--- src/rtl/cmdpar_pkg.sv ---
package cmdpar_pkg;
  localparam int CS_MAX = 4;   // selects in quad mode
  localparam int CS_DUAL = 2;  // selects in two-select mode

  // strobes issued by the control to the datapath
  typedef struct packed {
    logic compareEn;  // parity compare permitted on this edge
    logic captureEn;  // word/qualifier capture permitted
  } cmdpar_strobe_t;
endpackage

--- src/rtl/cmdpar_datapath.sv ---
module cmdpar_datapath
  import cmdpar_pkg::*;
#(
  parameter int CMD_W = 26
) (
  input  logic                 clk,
  input  logic                 rstN,
  input  cmdpar_strobe_t       strobes,
  input  logic [CMD_W-1:0]     cmdWord,
  input  logic [CS_MAX-1:0]    csN,
  input  logic                 quadMode,
  input  logic                 parIn,
  output logic                 mismatchQ
);
  logic [CMD_W-1:0] wordQ;
  logic             qualQ;
  logic             anySel;
  logic             oddSum;

  // qualification: any active select among the ones the mode considers
  always_comb begin
    if (quadMode) anySel = ~(&csN);
    else          anySel = ~(&csN[CS_DUAL-1:0]);
  end

  // word and qualifier travel together for one cycle
  always_ff @(posedge clk or negedge rstN) begin
    if (!rstN) begin
      wordQ <= '0;
      qualQ <= 1'b0;
    end else if (strobes.captureEn) begin
      wordQ <= cmdWord;
      qualQ <= anySel;
    end
  end

  // even parity: XOR of word and late parity bit must be zero
  assign oddSum = ^{wordQ, parIn};

  always_ff @(posedge clk or negedge rstN) begin
    if (!rstN) mismatchQ <= 1'b0;
    else       mismatchQ <= strobes.compareEn & qualQ & oddSum;
  end

  // an unqualified word never yields a mismatch
  p_unqualified_silent_r2: assert property (@(posedge clk) disable iff (!rstN)
    !qualQ |=> !mismatchQ);
endmodule

--- src/rtl/cmdpar_ctrl.sv ---
module cmdpar_ctrl
  import cmdpar_pkg::*;
#(
  parameter int ERR_LAT = 3,  // edges from word capture to drive
  parameter int HOLD    = 2   // edges the line stays low per trigger
) (
  input  logic           clk,
  input  logic           rstN,
  input  logic           mismatchIn,
  output cmdpar_strobe_t strobes,
  output logic           errDriveEn
);
  localparam int DLY   = ERR_LAT - 2;            // stages after the compare flop
  localparam int CNT_W = (HOLD > 2) ? $clog2(HOLD) : 1;

  logic             armedQ;
  logic [DLY-1:0]   latPipe;
  logic             trigger;
  logic [CNT_W-1:0] holdCnt;

  initial begin
    if (ERR_LAT < 3) $error("ERR_LAT must be at least 3");
    if (HOLD < 1)    $error("HOLD must be at least 1");
  end

  always_ff @(posedge clk or negedge rstN) begin
    if (!rstN) armedQ <= 1'b0;
    else       armedQ <= 1'b1;
  end

  assign strobes.captureEn = 1'b1;
  assign strobes.compareEn = armedQ;

  // latency pipe between the compare result and the drive decision
  generate
    if (DLY == 1) begin : g_lat_one
      always_ff @(posedge clk or negedge rstN) begin
        if (!rstN) latPipe <= '0;
        else       latPipe <= mismatchIn;
      end
    end else begin : g_lat_many
      always_ff @(posedge clk or negedge rstN) begin
        if (!rstN) latPipe <= '0;
        else       latPipe <= {latPipe[DLY-2:0], mismatchIn};
      end
    end
  endgenerate

  assign trigger = latPipe[DLY-1];

  // each trigger restarts the low window
  always_ff @(posedge clk or negedge rstN) begin
    if (!rstN) begin
      errDriveEn <= 1'b0;
      holdCnt    <= '0;
    end else if (trigger) begin
      errDriveEn <= 1'b1;
      holdCnt    <= CNT_W'(HOLD - 1);
    end else if (holdCnt != '0) begin
      holdCnt    <= holdCnt - 1'b1;
    end else begin
      errDriveEn <= 1'b0;
    end
  end

  // a compare failure reaches the line after the fixed latency
  p_fixed_latency_r5: assert property (@(posedge clk) disable iff (!rstN)
    mismatchIn |-> ##(ERR_LAT-1) errDriveEn);

  // window ends once the count runs out with no new trigger
  p_release_on_time_r6: assert property (@(posedge clk) disable iff (!rstN)
    (errDriveEn && holdCnt == '0 && !trigger) |=> !errDriveEn);

  // minimum low time
  p_min_low_r7: assert property (@(posedge clk) disable iff (!rstN)
    $rose(errDriveEn) |=> errDriveEn);
endmodule

--- src/rtl/cmdpar_top.sv ---
module cmdpar_top
  import cmdpar_pkg::*;
#(
  parameter int CMD_W   = 26,
  parameter int ERR_LAT = 3,
  parameter int HOLD    = 2
) (
  input  logic              clk,
  input  logic              rstN,
  input  logic [CMD_W-1:0]  cmdWord,
  input  logic [3:0]        csN,
  input  logic              quadMode,
  input  logic [1:0]        dimmCsN,
  input  logic [1:0]        dimmCke,
  input  logic [1:0]        dimmOdt,
  input  logic              parIn,
  output logic              errOutN,
  output logic              errDriveEn
);
  cmdpar_strobe_t strobes;
  logic           mismatchQ;

  cmdpar_datapath #(.CMD_W(CMD_W)) u_dp (
    .clk       (clk),
    .rstN      (rstN),
    .strobes   (strobes),
    .cmdWord   (cmdWord),
    .csN       (csN),
    .quadMode  (quadMode),
    .parIn     (parIn),
    .mismatchQ (mismatchQ)
  );

  cmdpar_ctrl #(.ERR_LAT(ERR_LAT), .HOLD(HOLD)) u_ctrl (
    .clk        (clk),
    .rstN       (rstN),
    .mismatchIn (mismatchQ),
    .strobes    (strobes),
    .errDriveEn (errDriveEn)
  );

  // open-drain data value is fixed low
  assign errOutN = 1'b0;

  // line released whenever reset is low
  p_released_in_reset_r8: assert property (@(posedge clk)
    !rstN |-> !errDriveEn);

  // excluded inputs are accepted but must be driven to known levels
  p_excluded_known_r4: assert property (@(posedge clk) disable iff (!rstN)
    !$isunknown({dimmCsN, dimmCke, dimmOdt}));
endmodule

--- config.mk ---
export PLATFORM = sky130hd
export DESIGN_NAME = cmdpar_top
export DESIGN_NICKNAME = d
export VERILOG_FILES = /design/src/rtl/cmdpar_pkg.sv /design/src/rtl/cmdpar_datapath.sv /design/src/rtl/cmdpar_ctrl.sv /design/src/rtl/cmdpar_top.sv
export SDC_FILE = /design/constraint.sdc
export NUM_CORES = 1
export LEC_CHECK = 0
export BUFFER_PORTS_ARGS = -buffer_cell sky130_fd_sc_hd__buf_2
export CAP_MARGIN = 20
export CORE_AREA = 2 2 52 54
export CTS_CLUSTER_DIAMETER = 80
export DETAILED_ROUTE_END_ITERATION = 8
export DIE_AREA = 0 0 54 56
export PLACE_DENSITY = 0.71
export SYNTH_ARGS = -nofsm -noshare
export SYNTH_HDL_FRONTEND = slang
export SYNTH_SLANG_ARGS = --single-unit
--- constraint.sdc ---
create_clock -name clk -period 1.77 [get_ports clk]
set_clock_uncertainty 0.1 [all_clocks]
set_input_delay 0.0885 -clock clk [delete_from_list [all_inputs] [get_ports clk]]
set_output_delay 0.0885 -clock clk [all_outputs]
set_load 0.05 [all_outputs]
==> run summary, run 1 <==
The commonest cells after synthesis are 32 x sky130_fd_sc_hd__dfrtp_1, 19 x sky130_fd_sc_hd__xnor2_1. In this run the critical register-to-register path is captured at u_dp.mismatchQ. The core outline area came out at around 2400 um2.

The share of flip-flops with an asynchronous set or reset came out at 100.0%. The number of instances in the synthesized netlist is 64. The largest individual stage delay along the critical path comes from the cell sky130_fd_sc_hd__dfrtp_1. The vias after detailed routing is between 600 and 700. The last weighted congestion value of the routability-driven placer is 0.5620. The largest stage delay on the critical path came out at 0.42 ns. In the post-synthesis netlist, the biggest area contributors are sky130_fd_sc_hd__dfrtp_1 74%, sky130_fd_sc_hd__xnor2_1 15%, sky130_fd_sc_hd__xnor3_1 4.1%. By instance count, the leading cell after synthesis is sky130_fd_sc_hd__dfrtp_1.

The category of the critical setup timing path is register to register. The fraction of the mapped netlist area in adder cells is 0%. Sequential cells were found to cover 73.65% of the synthesized design area. Summing the areas of all compound-gate instances in the mapped netlist gives less than 1% of the synthesized area. The final critical delay including setup and external delays came out at approximately 1.7 ns. In this run the clock root is driven by a sky130_fd_sc_hd__clkbuf_4. The count of nets left with antenna violations once routing finished came out at 0.

The total track usage is 13.85%. The post-route cell area came out at ~1700 um2. Hold timing on the final database bottoms out at a slack of about 0.24 ns.

The flow ran to the end, and the final reports show no timing, DRC or antenna violations. The starting density of the core came out at 44.70%. Power spread over the standard cell area amounts to between 1000 and 1500 nW/um2.

The maximum buffer depth of the clock tree came out at 2. The post-synthesis net count came out at ~100. The vertical die dimension is approximately 56 um. The initial antenna violation count is 0. For this run, the detailed router's first-pass iteration total came to 1. After Yosys synthesis, XOR and XNOR cells account for 22.55% of the synthesized area.

The HPWL after detailed placement came out at around 1000 um. The largest total area in the synthesized netlist belongs to sky130_fd_sc_hd__dfrtp_1. The critical path capture point type is a register. The largest driver fanout on the critical path came out at 1. The share of the synthesized area in the top cell type came out at 73.65%. The number of antenna diodes in the final layout is 0.

The DRC violation count after routing is 0. The multiplexer fraction of the synthesized cell area came out at 0%. The data arrival time of the critical path is around 1.8 ns.

After detailed routing, the number of vias per cell comes to around 4.2. The netlist area before placement is roughly 1100 um2. The setup-violating endpoint count in the final report came out at 0.

In the finished design, the share of the clock period the worst path needs comes to slightly below 100%. For this run, the top clock speed supported by timing is between 500 and 600 MHz. Among cell families on the critical path, the largest total delay comes from XOR/XNOR gates.

The pin slew with the least headroom to its limit came out at between 0.6 and 0.7 ns. The post-CTS clock slew at the launch and capture registers of the worst setup and hold paths came out at roughly 0.090 ns. The number of nets in the layout came out at 173.

After global routing the overflow that remains totals 0. The launching point of the worst reg2reg path is u_dp.wordQ[2]. Synthesis instantiated 11 different standard cells from the library.

The total of fill cells in the finished design is between 150 and 200. The worst ir drop on vdd is slightly above 0.0008 V. The beginning of the critical path is u_dp.wordQ[2]. In the final timing run, aggregate negative setup slack is 0 ns. Yosys printed 0 warnings. The area growth from synthesis to layout is 53.51%. Headroom to the max-slew limit came out at 55.63%.

In this run the count of I/O pins placed on the die edge is 42. The number of storage elements in the synthesis netlist came out at 32. The clock sink total came out at 32. The tightest min-delay check is of the primary input to asynchronous set/reset pin type.

In this run the cell area measured after placement is roughly 1300 um2. At the later pin of the worst-skew pair, clock insertion delay measures 0.32 ns. The fraction of layout cells with a size suffix above 1 came out at about 33%. The synthesized netlist devotes 1.726% of its cell area to simple gates. The count of buffer and inverter cells on the critical path is 0. The pin count of the biggest net entering global routing is 33. The analysis attributes to cell leakage a power of roughly 0.8 nW. The required arrival time at the worst endpoint is approximately 1.9 ns. The die footprint came out at between 3000 and 4000 um2. The number of DRC violations after detailed-routing iteration 0 is 0. In this run, CTS created clock tree buffers numbering 5. The number of synthesized flops with an enable pin is 0. The count of port buffers added during placement came out at 34. The number of global-route vias before repair came out at between 700 and 800. The global-route wire length before repair is 2808 um.

The count of final hold-check violations came out at 0. The placement row count is 18. Across the run, the number of max-cap violations was 0. The average footprint of a synthesized cell came out at between 15 and 20 um2.

Measured on the finished design, the core utilization comes to slightly below 70%. The overall die width came out at 54 um. For this block, the routed nets add up to around 1800 um of wire.

The signal on the critical path passes through xnor2_2 > xnor2_1 > xnor3_1 > xnor3_1 > and3_1. By area, the combinational part of the netlist is dominated by XOR/XNOR gates. For the worst flop-to-flop path, the logic depth is 5. The maximum level of the CTS H-tree is 2. The type of element launching the critical path is a register. The most used flip-flop cell after synthesis is sky130_fd_sc_hd__dfrtp_1. The total power consumption of the routed design is ~0.0017 W.

The most numerous cell type found on the critical path is sky130_fd_sc_hd__xnor3_1. The final-report max-slew violation count came out at 0. The routed wire length per instance is between 10 and 15 um. Post-CTS timing repair inserted 0 buffers for setup. Setup slack on the worst reg-to-reg path comes out at around 0.049 ns. TritonCTS built the clock tree.
==> worst reg2reg max path, cell delays in order, from the launching register on <==
cell,delay [ns]
sky130_fd_sc_hd__dfrtp_1,0.42
sky130_fd_sc_hd__xnor2_2,0.19
sky130_fd_sc_hd__xnor2_1,0.14
sky130_fd_sc_hd__xnor3_1,0.42
sky130_fd_sc_hd__xnor3_1,0.17
sky130_fd_sc_hd__and3_1,0.18
==> per-layer routing <==
layer  share of wire (%)  wire (um)  up-vias  track usage, %
met5                   0          0        -               0
met4                 2.2         40        0           8.571
met3                 5.9        106        6           6.452
met2                  57       1029       28           24.22
met1                  35        633      323           11.96
li1                    -          -      331               -
==> final cells by class <==
type                    instances  area [um2]  share of cell area, %
well taps                      30       37.54                  2.249
clock buffers                   6       41.29                  2.474
repair buffers                 63       460.4                  27.59
flip-flops and latches         32       800.8                  47.98
clock inverters                 2       35.03                  2.099
multi-input cells              31       294.0                  17.62
==> placed cells by master, fill, tap and decap left out, types with 2 or more instances in the layout <==
| master | instances |
|---|---|
| sky130_fd_sc_hd__buf_2 | 34 |
| sky130_fd_sc_hd__dfrtp_1 | 32 |
| sky130_fd_sc_hd__dlygate4sd3_1 | 29 |
| sky130_fd_sc_hd__xnor2_1 | 17 |
| sky130_fd_sc_hd__clkbuf_4 | 5 |
| sky130_fd_sc_hd__xnor2_2 | 3 |
| sky130_fd_sc_hd__xor2_1 | 2 |
| sky130_fd_sc_hd__xnor3_1 | 2 |
| sky130_fd_sc_hd__nand2_1 | 2 |
| sky130_fd_sc_hd__conb_1 | 2 |
==> worst max-delay path by stage <==
| stage | to | slack [ns] | cells past startpoint |
|---|---|---|---|
| finish | u_dp.mismatchQ | 0.05 | 5 |
| global route | u_dp.mismatchQ | -0.002 | 5 |
| CTS | u_dp.mismatchQ | 0.03 | 5 |
| detailed placement | u_dp.mismatchQ | 0.05 | 5 |
| global placement | u_dp.mismatchQ | 0.08 | 5 |
| floorplan | u_dp.mismatchQ | 0.16 | 5 |
==> cells by family (layout without fill, tap and decap cells) <==
kind of cell,after synthesis,count (layout)
and+or+nand+nor,4,4
buffers and inverters,1,71
xor gates and xnor gates,24,24
other,2,2
AOI/OAI and AO/OA,1,1
DFF,32,32
==> through the flow <==
stage	worst slack, ns	cells
floorplan	0.1563	64
global route	-0.002470	164
detailed placement	0.05018	127
global placement	0.07501	127
CTS	0.02600	164
finish	0.04874	164
==> registers in the layout, summed over array words and instances, names as in the netlist <==
| name | cells |
|---|---|
| u_ctrl.holdCnt | 1 |
| u_dp.mismatchQ | 1 |
| u_dp.qualQ | 1 |
| u_ctrl.armedQ | 1 |
| u_ctrl.latPipe | 1 |
| u_dp.wordQ | 26 |
| u_ctrl.errDriveEn | 1 |
==> repair_timing <==
item,in CTS,in global routing
hold buffers,29,0
endpoints found under the setup margin,0,1
gates resized for setup,0,2
endpoints found under the hold margin,59,0
==> where the power goes <==
part | internal, W | leakage [nW] | switching [W] | total [W]
clock | 0.000296 | 0.0422 | 0.000226 | 0.000522
combinational | 0.000208 | 0.379 | 0.000131 | 0.000339
sequential | 0.000797 | 0.376 | 0.0000300 | 0.000827
No activity file was read; power rests on OpenSTA's default activity.
==> run 2, diff against run 1 <==
Settings changed: CELL_PAD_IN_SITES_DETAIL_PLACEMENT set to 2, CELL_PAD_IN_SITES_GLOBAL_PLACEMENT set to 2, CORE_AREA 2 2 52 54 to 10 10 71 73, DIE_AREA 0 0 54 56 to 0 0 81 83, PLACE_DENSITY 0.71 to 0.7.
==> run 2 against run 1 <==
Fmax is 0.72% lower. Largest power group unchanged. Sequential cell count stayed put. Hold slack better by 0.032 ns. Clock power is 7.5% higher. Final area is 3.8% higher. Highest routed layer unchanged. Global-route usage is 4.9 points lower. Final cell count is 11% higher. Critical path type unchanged. Critical path depth stayed put. Register-to-register slack hardly changed. Non-clock buffer count stayed put. Combinational power is 12% higher.
==> run summary, run 2 (synthesis gave the netlist of run 1 again) <==
The final-report max-slew violation count is 0. Entering global routing, the biggest net connects 33 pins. The register with the most flip-flops in the layout has 26 of them.

The flow ran to the end, and the final reports show no timing, DRC or antenna violations. The maximum level of the CTS H-tree is 2. The initial antenna violation count is 0. The register area is between 800 and 900 um2.

The worst setup margin came out at ~0.036 ns. The largest register by flop count is u_dp.wordQ. In this run the tool buffered the top-level ports with 34 buffer cells. The total of fill cells in the finished design came out at ~370. The post-CTS clock slew at the launch and capture registers of the worst setup and hold paths is about 0.06 ns.

The pin slew with the least headroom to its limit came out at about 0.70 ns. The worst-path cell with the longest stage delay is sky130_fd_sc_hd__xnor3_1. The number of nets in the layout came out at between 150 and 200. The maximum buffer depth of the clock tree came out at 2. The final critical delay including setup and external delays came out at roughly 1.7 ns. In this run the power density over the cells is between 1000 and 1500 nW/um2.

The kind of cell with the highest combined delay on the critical path is XOR/XNOR gates. The post-route cell area is roughly 1700 um2. The worst hold path belongs to the class register to register.

The global-route wire length before repair came out at about 4500 um. The type of element launching the critical path is a register. Detailed placement ended at an HPWL of about 1700 um. The tree is rooted in a sky130_fd_sc_hd__clkbuf_8. The starting density of the core came out at between 20 and 30%. The count of final hold-check violations came to 0.

For this block, the routed nets add up to about 2600 um of wire. Measured along the y axis, the die boundary spans between 80 and 90 um. The largest stage delay on the critical path came out at 0.42 ns.

The vias after detailed routing came out at roughly 700. For the worst setup path, the data arrival time is 1.80 ns. The core outline area came out at approximately 3600 um2. The final core utilization came out at 47.69%. The routed wire length per instance came out at between 10 and 15 um.

The number of DRC violations after detailed-routing iteration 0 is 16. The worst setup slack before clock tree synthesis came out at 0.01780 ns. The footprint of the multi-input gates is ~320 um2. The overall die width came out at 81 um. The number of top-level design ports is 42. The cell that appears most often on the critical path is sky130_fd_sc_hd__xnor2_2. Along the worst path, the maximum fanout reaches 1. The first-pass iteration count of the detailed router came out at 2. The placement row count is 22. The fraction of layout cells with a size suffix above 1 is a little over a third. The critical path capture point type is a register. Timing would allow up to approximately 580 MHz.

The total CTS buffers came out at 5. The worst slew margin relative to its limit came out at between 50 and 60%. The final critical-path share of the clock period is around 98%. The count of nets left with antenna violations after detail routing is 0. The global route total overflow came out at 0. The die footprint is between 6000 and 7000 um2. The DRC violation count after routing is 0. The setup-violating endpoint count in the final report came out at 0. The last weighted congestion value of the routability-driven placer came out at about 0.67. The clock network latency to the later pin of the worst-skew pair came out at 0.28 ns.

The clock tree from TritonCTS is built. The critical path in this run is classified as register to register. Using the TritonRoute via totals, the vias-per-cell ratio works out to just under 4.

The worst-case IR drop observed on VDD is 0.0004736 V. After detailed placement, the total cell area comes to around 1300 um2. Max-cap violations in this run came to 0. Counting both buffers and inverters, the worst setup path holds a total of 0. The clock sink total came out at 32.

In the layout the commonest cells are 34 x sky130_fd_sc_hd__buf_2, 32 x sky130_fd_sc_hd__dfrtp_1, 29 x sky130_fd_sc_hd__dlygate4sd3_1, 14 x sky130_fd_sc_hd__xnor2_1. The count of inserted antenna diode cells is 0. The signal on the critical path passes through xnor2_2 > xnor2_2 > xnor2_1 > xnor3_1 > and3_4. The synthesis-to-layout area growth is 59.38%.

The library cell used most frequently in the layout, excluding fill and tap cells, is sky130_fd_sc_hd__buf_2. The total track usage came out at under 10%. The leakage power figure came out at just over 0.8 nW. The number of global-route vias before repair is approximately 920. Setup repair after global routing could not meet its margin everywhere.

The required arrival time at the worst endpoint is 1.84 ns.
## run 2: changes by cell type in the layout (fill, tap and decap cells not counted), sizes merged
cell	previous run	this run
clkinv	1	0
bufinv	1	0
clkbuf	6	8
## run 2: layout make-up
class	count	area share, %
Clock buffer	8	5.199
Multi-Input combinational cell	31	18.56
Sequential cell	32	46.21
Tap cell	48	3.466
Timing Repair Buffer	63	26.57
## run 2: worst register-to-register path: stages, from the launching register on
cell and delay [ns]:
sky130_fd_sc_hd__dfrtp_1 0.40, sky130_fd_sc_hd__xnor2_2 0.22, sky130_fd_sc_hd__xnor2_2 0.15, sky130_fd_sc_hd__xnor2_1 0.16, sky130_fd_sc_hd__xnor3_1 0.42, sky130_fd_sc_hd__and3_4 0.18
## run 2: final timing paths
check | startpoint | endpoint | slack [ns] | cells past startpoint
max in group asynchronous | rstN | u_dp.wordQ[9] | 0.83 | 2
worst max-delay path | u_dp.wordQ[5] | u_dp.mismatchQ | 0.04 | 5
worst max register to register | u_dp.wordQ[5] | u_dp.mismatchQ | 0.04 | 5
worst min-delay path | u_dp.mismatchQ | u_ctrl.latPipe | 0.27 | 0
worst min register to register | u_dp.mismatchQ | u_ctrl.latPipe | 0.27 | 0
min in group asynchronous | rstN | u_dp.wordQ[25] | 0.29 | 2
## run 2: per-layer routing
layer  share of wire [%]  wire length [um]  track usage [%]  up-vias
li1                    -                 -                -      329
met1                  37               965            9.331      347
met2                  55              1426            14.55       26
met3                 5.4               141            2.586        4
met4                 2.5                66            6.573        0
met5                   0                 0                0        -
## run 2: timing repair
item,CTS,global route
gates resized for setup,1,5
endpoints found under the hold margin,59,0
buffers inserted,0,0
setup endpoints to repair,1,1
pin swaps,0,3
hold buffers,29,0
## run 2: through the flow
step	hold WS (ns)	total power (W)	cells	setup TNS, ns
2_1_floorplan	-0.3071	0.001053	64	0
4_1_cts	0.2879	0.001778	182	0
6_report	0.2720	0.001771	182	0
3_5_place_dp	0.08427	0.001151	145	0
3_3_place_gp	0.05098	0.001128	145	0
5_1_grt	0.2964	0.001877	182	-0.03855
## run 2: power breakdown
part | switching (W) | total, W | leakage (nW) | internal [W]
clock network | 0.000245 | 0.000561 | 0.0455 | 0.000317
registers | 0.0000328 | 0.000832 | 0.376 | 0.000799
logic | 0.000151 | 0.000378 | 0.395 | 0.000227
total | 0.000429 | 0.00177 | 0.817 | 0.00134
==> run 3, diff against run 2 <==
Settings changed: CELL_PAD_IN_SITES_DETAIL_PLACEMENT 2 to 1, CELL_PAD_IN_SITES_GLOBAL_PLACEMENT 2 to 1, CORE_AREA 10 10 71 73 to 10 10 66 68, DIE_AREA 0 0 81 83 to 0 0 76 78, PLACE_DENSITY 0.7 to 0.77.
==> run 3 against run 2 <==
Register-to-register slack improved by 0.03 ns. Count of clock-buffer cells in the layout down 2. Utilization is 5.4 points higher. Clock power shrank 35%. Sequential cell count unchanged.
==> run summary, run 3 (synthesis gave the netlist of run 1 again) <==
The run finished with clean final reports. The total internal power is 0.001156 W. Leaving out fill and tap cells, the most frequent cell in the layout is sky130_fd_sc_hd__buf_2. The H-tree generated during clock tree synthesis spans 2 levels. Net switching is between 20% and 30% of the power. After detailed routing, the average wire length per cell comes to between 10 and 15 um.

The worst-path cell with the longest stage delay is sky130_fd_sc_hd__xnor3_1. The starting density of the core is about 34%. The max-capacitance violation count came out at 0. In the final design database the tool counted about 170 nets. The pre-antenna-repair detailed-routing pass consisted of 2 iterations. The number of buffers and inverters on the critical path is 0.

STA classifies the critical path endpoint as a register. The count of nets left with antenna violations once routing finished came out at 0. The length of routed met2 wiring came out at roughly 1200 um. The count of placed standard cells including taps is between 100 and 150.

The vias per cell is between 3 and 4. For this run, the number of standard cells in the final layout without fillers is 179. The category of the critical setup timing path is register to register. The class of the most critical hold timing path is primary input to asynchronous set/reset pin. The final critical-path share of the clock period came out at between 90% and 100%. The setup-violating endpoint count in the final report is 0.

The post-CTS clock slew at the launch and capture registers of the worst setup and hold paths came out at ~0.090 ns. The worst slew margin relative to its limit is between 50% and 60%. TritonCTS built the clock tree.

Traced cell by cell, the critical path runs through xor2_1 > xnor2_1 > xnor3_1 > xnor3_1 > and3_1. The last weighted congestion value of the routability-driven placer is 0.6383. The first global-routing pass estimated 3946 um of wire. The number of DRC violations after detailed-routing iteration 0 is 18.

The synthesis-to-layout area growth is 55.35%. The core outline area is around 3200 um2. The pin count of the biggest net entering global routing came out at 33.

The pin slew with the least headroom to its limit is 0.7000 ns. The cell sitting at the root of the clock tree is a sky130_fd_sc_hd__clkbuf_4. The most frequent cell on the critical path is sky130_fd_sc_hd__xnor3_1. Summed over all nets, the half-perimeter wirelength after detailed placement is 1568 um.

The initial antenna violation count came out at 0. The die footprint is 5928 um2. The initialized floorplan defines 21 standard-cell rows. The worst setup path is launched from a register. The clock network latency to the later pin of the worst-skew pair came out at 0.32 ns.

The number of global-route vias before repair came out at around 860. Data on the critical path is required at its endpoint by around 1.9 ns. Summed over all layers, the global routing overflow is 0. In this run the critical register-to-register path is captured at u_dp.mismatchQ. The slack of the worst reg-to-reg path is between 0.06 and 0.07 ns. The number of top-level design ports is 42. The routed metal-1 wirelength came out at just under 1000 um. The largest driver fanout on the critical path is 1. The share of total power in sequential cells is 53.4%. Timing would allow up to 588.1 MHz.

The clock net in this run drives a total of 32 sinks. The final-report max-slew violation count came out at 0. The power share of the clock group is between 20% and 30%. The register with the most flip-flops in the layout has 26 of them. The count of inserted antenna diode cells is 0. The total negative slack came out at 0 ns. The power per cell area came out at between 900 and 1000 nW/um2. The worst register-to-register path begins at u_dp.wordQ[20]. Measured along the y axis, the die boundary spans between 70 and 80 um. Setup repair after global routing left no endpoint under its margin.

The DRC violation count after routing came out at 0. The met3 wirelength from detailed routing is 168 um. The total power consumption of the routed design is 0.001551 W. The total CTS buffers is 5. The clock passes through at most 2 buffers. The largest register by flop count is u_dp.wordQ.

The number of setup buffers added after CTS came out at 0. The uppermost signal routing layer after detailed routing is met4. The path depth of the worst reg2reg path came out at 5.

Leaving out fill and tap cells, the most frequent cells in the layout are 34 x sky130_fd_sc_hd__buf_2, 32 x sky130_fd_sc_hd__dfrtp_1, 29 x sky130_fd_sc_hd__dlygate4sd3_1, 13 x sky130_fd_sc_hd__xnor2_1, 7 x sky130_fd_sc_hd__xnor2_2. The overall die width is between 70 and 80 um. The share of power burned in combinational logic came out at between 20 and 25%. The final layout contains routed wiring with a total length of approximately 2400 um. The total track usage came out at ~8.5%. The vias after detailed routing is 712. The count of final hold-check violations is 0. STA puts the critical path data arrival time at 1.82 ns. The switching component of the power is between 0.0003 and 0.0004 W. The largest stage delay on the critical path is ~0.45 ns. The leakage power figure is ~0.8 nW.

The count of port buffers added during placement came out at 34. The worst path needs between 1.5 and 2 ns of the cycle, external delays included. The fraction of layout cells with a size suffix above 1 came out at 35.34%.

The worst ir drop on vdd came out at 0.0004312 V. Broken down by cell family, the worst path's largest delay share belongs to XOR/XNOR gates.
## run 3: cell types whose count changed in the layout (fill, tap and decap cells not counted), sizes merged
cell    change
clkbuf      -2
clkinv      +1
## run 3: power groups by stage
| stage | registers (W) | logic [W] | clock network (W) |
|---|---|---|---|
| global route | 0.000838 | 0.000388 | 0.000424 |
| detailed placement | 0.000841 | 0.000305 | 0 |
| CTS | 0.000826 | 0.000352 | 0.000393 |
| global placement | 0.000836 | 0.000290 | 0 |
| finish | 0.000828 | 0.000356 | 0.000367 |
| floorplan | 0.000872 | 0.000181 | 0 |
## run 3: final cells by class
class | count | area [um2]
clock inverters | 1 | 5.005
well taps | 46 | 57.56
multi-input cells | 31 | 324.1
flip-flops and latches | 32 | 800.8
fillers | 315 | 1490
repair buffers | 63 | 460.4
clock buffers | 6 | 41.29
## run 3: worst register-to-register path, cell delays in order, from the launching register on
cell and delay [ns]:
sky130_fd_sc_hd__dfrtp_1 0.39, sky130_fd_sc_hd__xor2_1 0.17, sky130_fd_sc_hd__xnor2_1 0.17, sky130_fd_sc_hd__xnor3_1 0.45
sky130_fd_sc_hd__xnor3_1 0.18, sky130_fd_sc_hd__and3_1 0.14
## run 3: routing by layer
metal | vias to the layer above | GRT usage (%)
li1 | 331 | -
met1 | 342 | 8.785
met5 | - | 0
met4 | 0 | 4.545
met2 | 32 | 14.03
met3 | 7 | 4.263
## run 3: timing repair
item | 4_1_cts | 5_1_grt
hold endpoints to repair | 59 | 0
hold buffers | 29 | 0
endpoints found under the setup margin | 0 | 1
gates resized for setup | 0 | 6
## run 3: through the flow
stage / area [um2] / setup WS (ns) / hold slack, ns / util (%)
floorplan: 1087 / 0.1563 / -0.3071 / -
global placement: 1308 / 0.07952 / 0.04633 / 41.13
detailed placement: 1308 / 0.02685 / 0.07151 / 41.13
CTS: 1644 / 0.01893 / 0.2519 / 51.71
global route: 1689 / 0.03069 / 0.2744 / 53.13
finish: 1689 / 0.06972 / 0.2474 / 53.13
## run 3: how the worst max path moves through the flow
stage	to	cells past startpoint	slack, ns	startpoint
detailed placement	u_dp.mismatchQ	5	0.03	u_dp.wordQ[23]
CTS	u_dp.mismatchQ	5	0.02	u_dp.wordQ[23]
finish	u_dp.mismatchQ	5	0.07	u_dp.wordQ[20]
floorplan	u_dp.mismatchQ	5	0.16	u_dp.wordQ[23]
global route	u_dp.mismatchQ	5	0.03	u_dp.wordQ[20]
global placement	u_dp.mismatchQ	5	0.08	u_dp.wordQ[23]
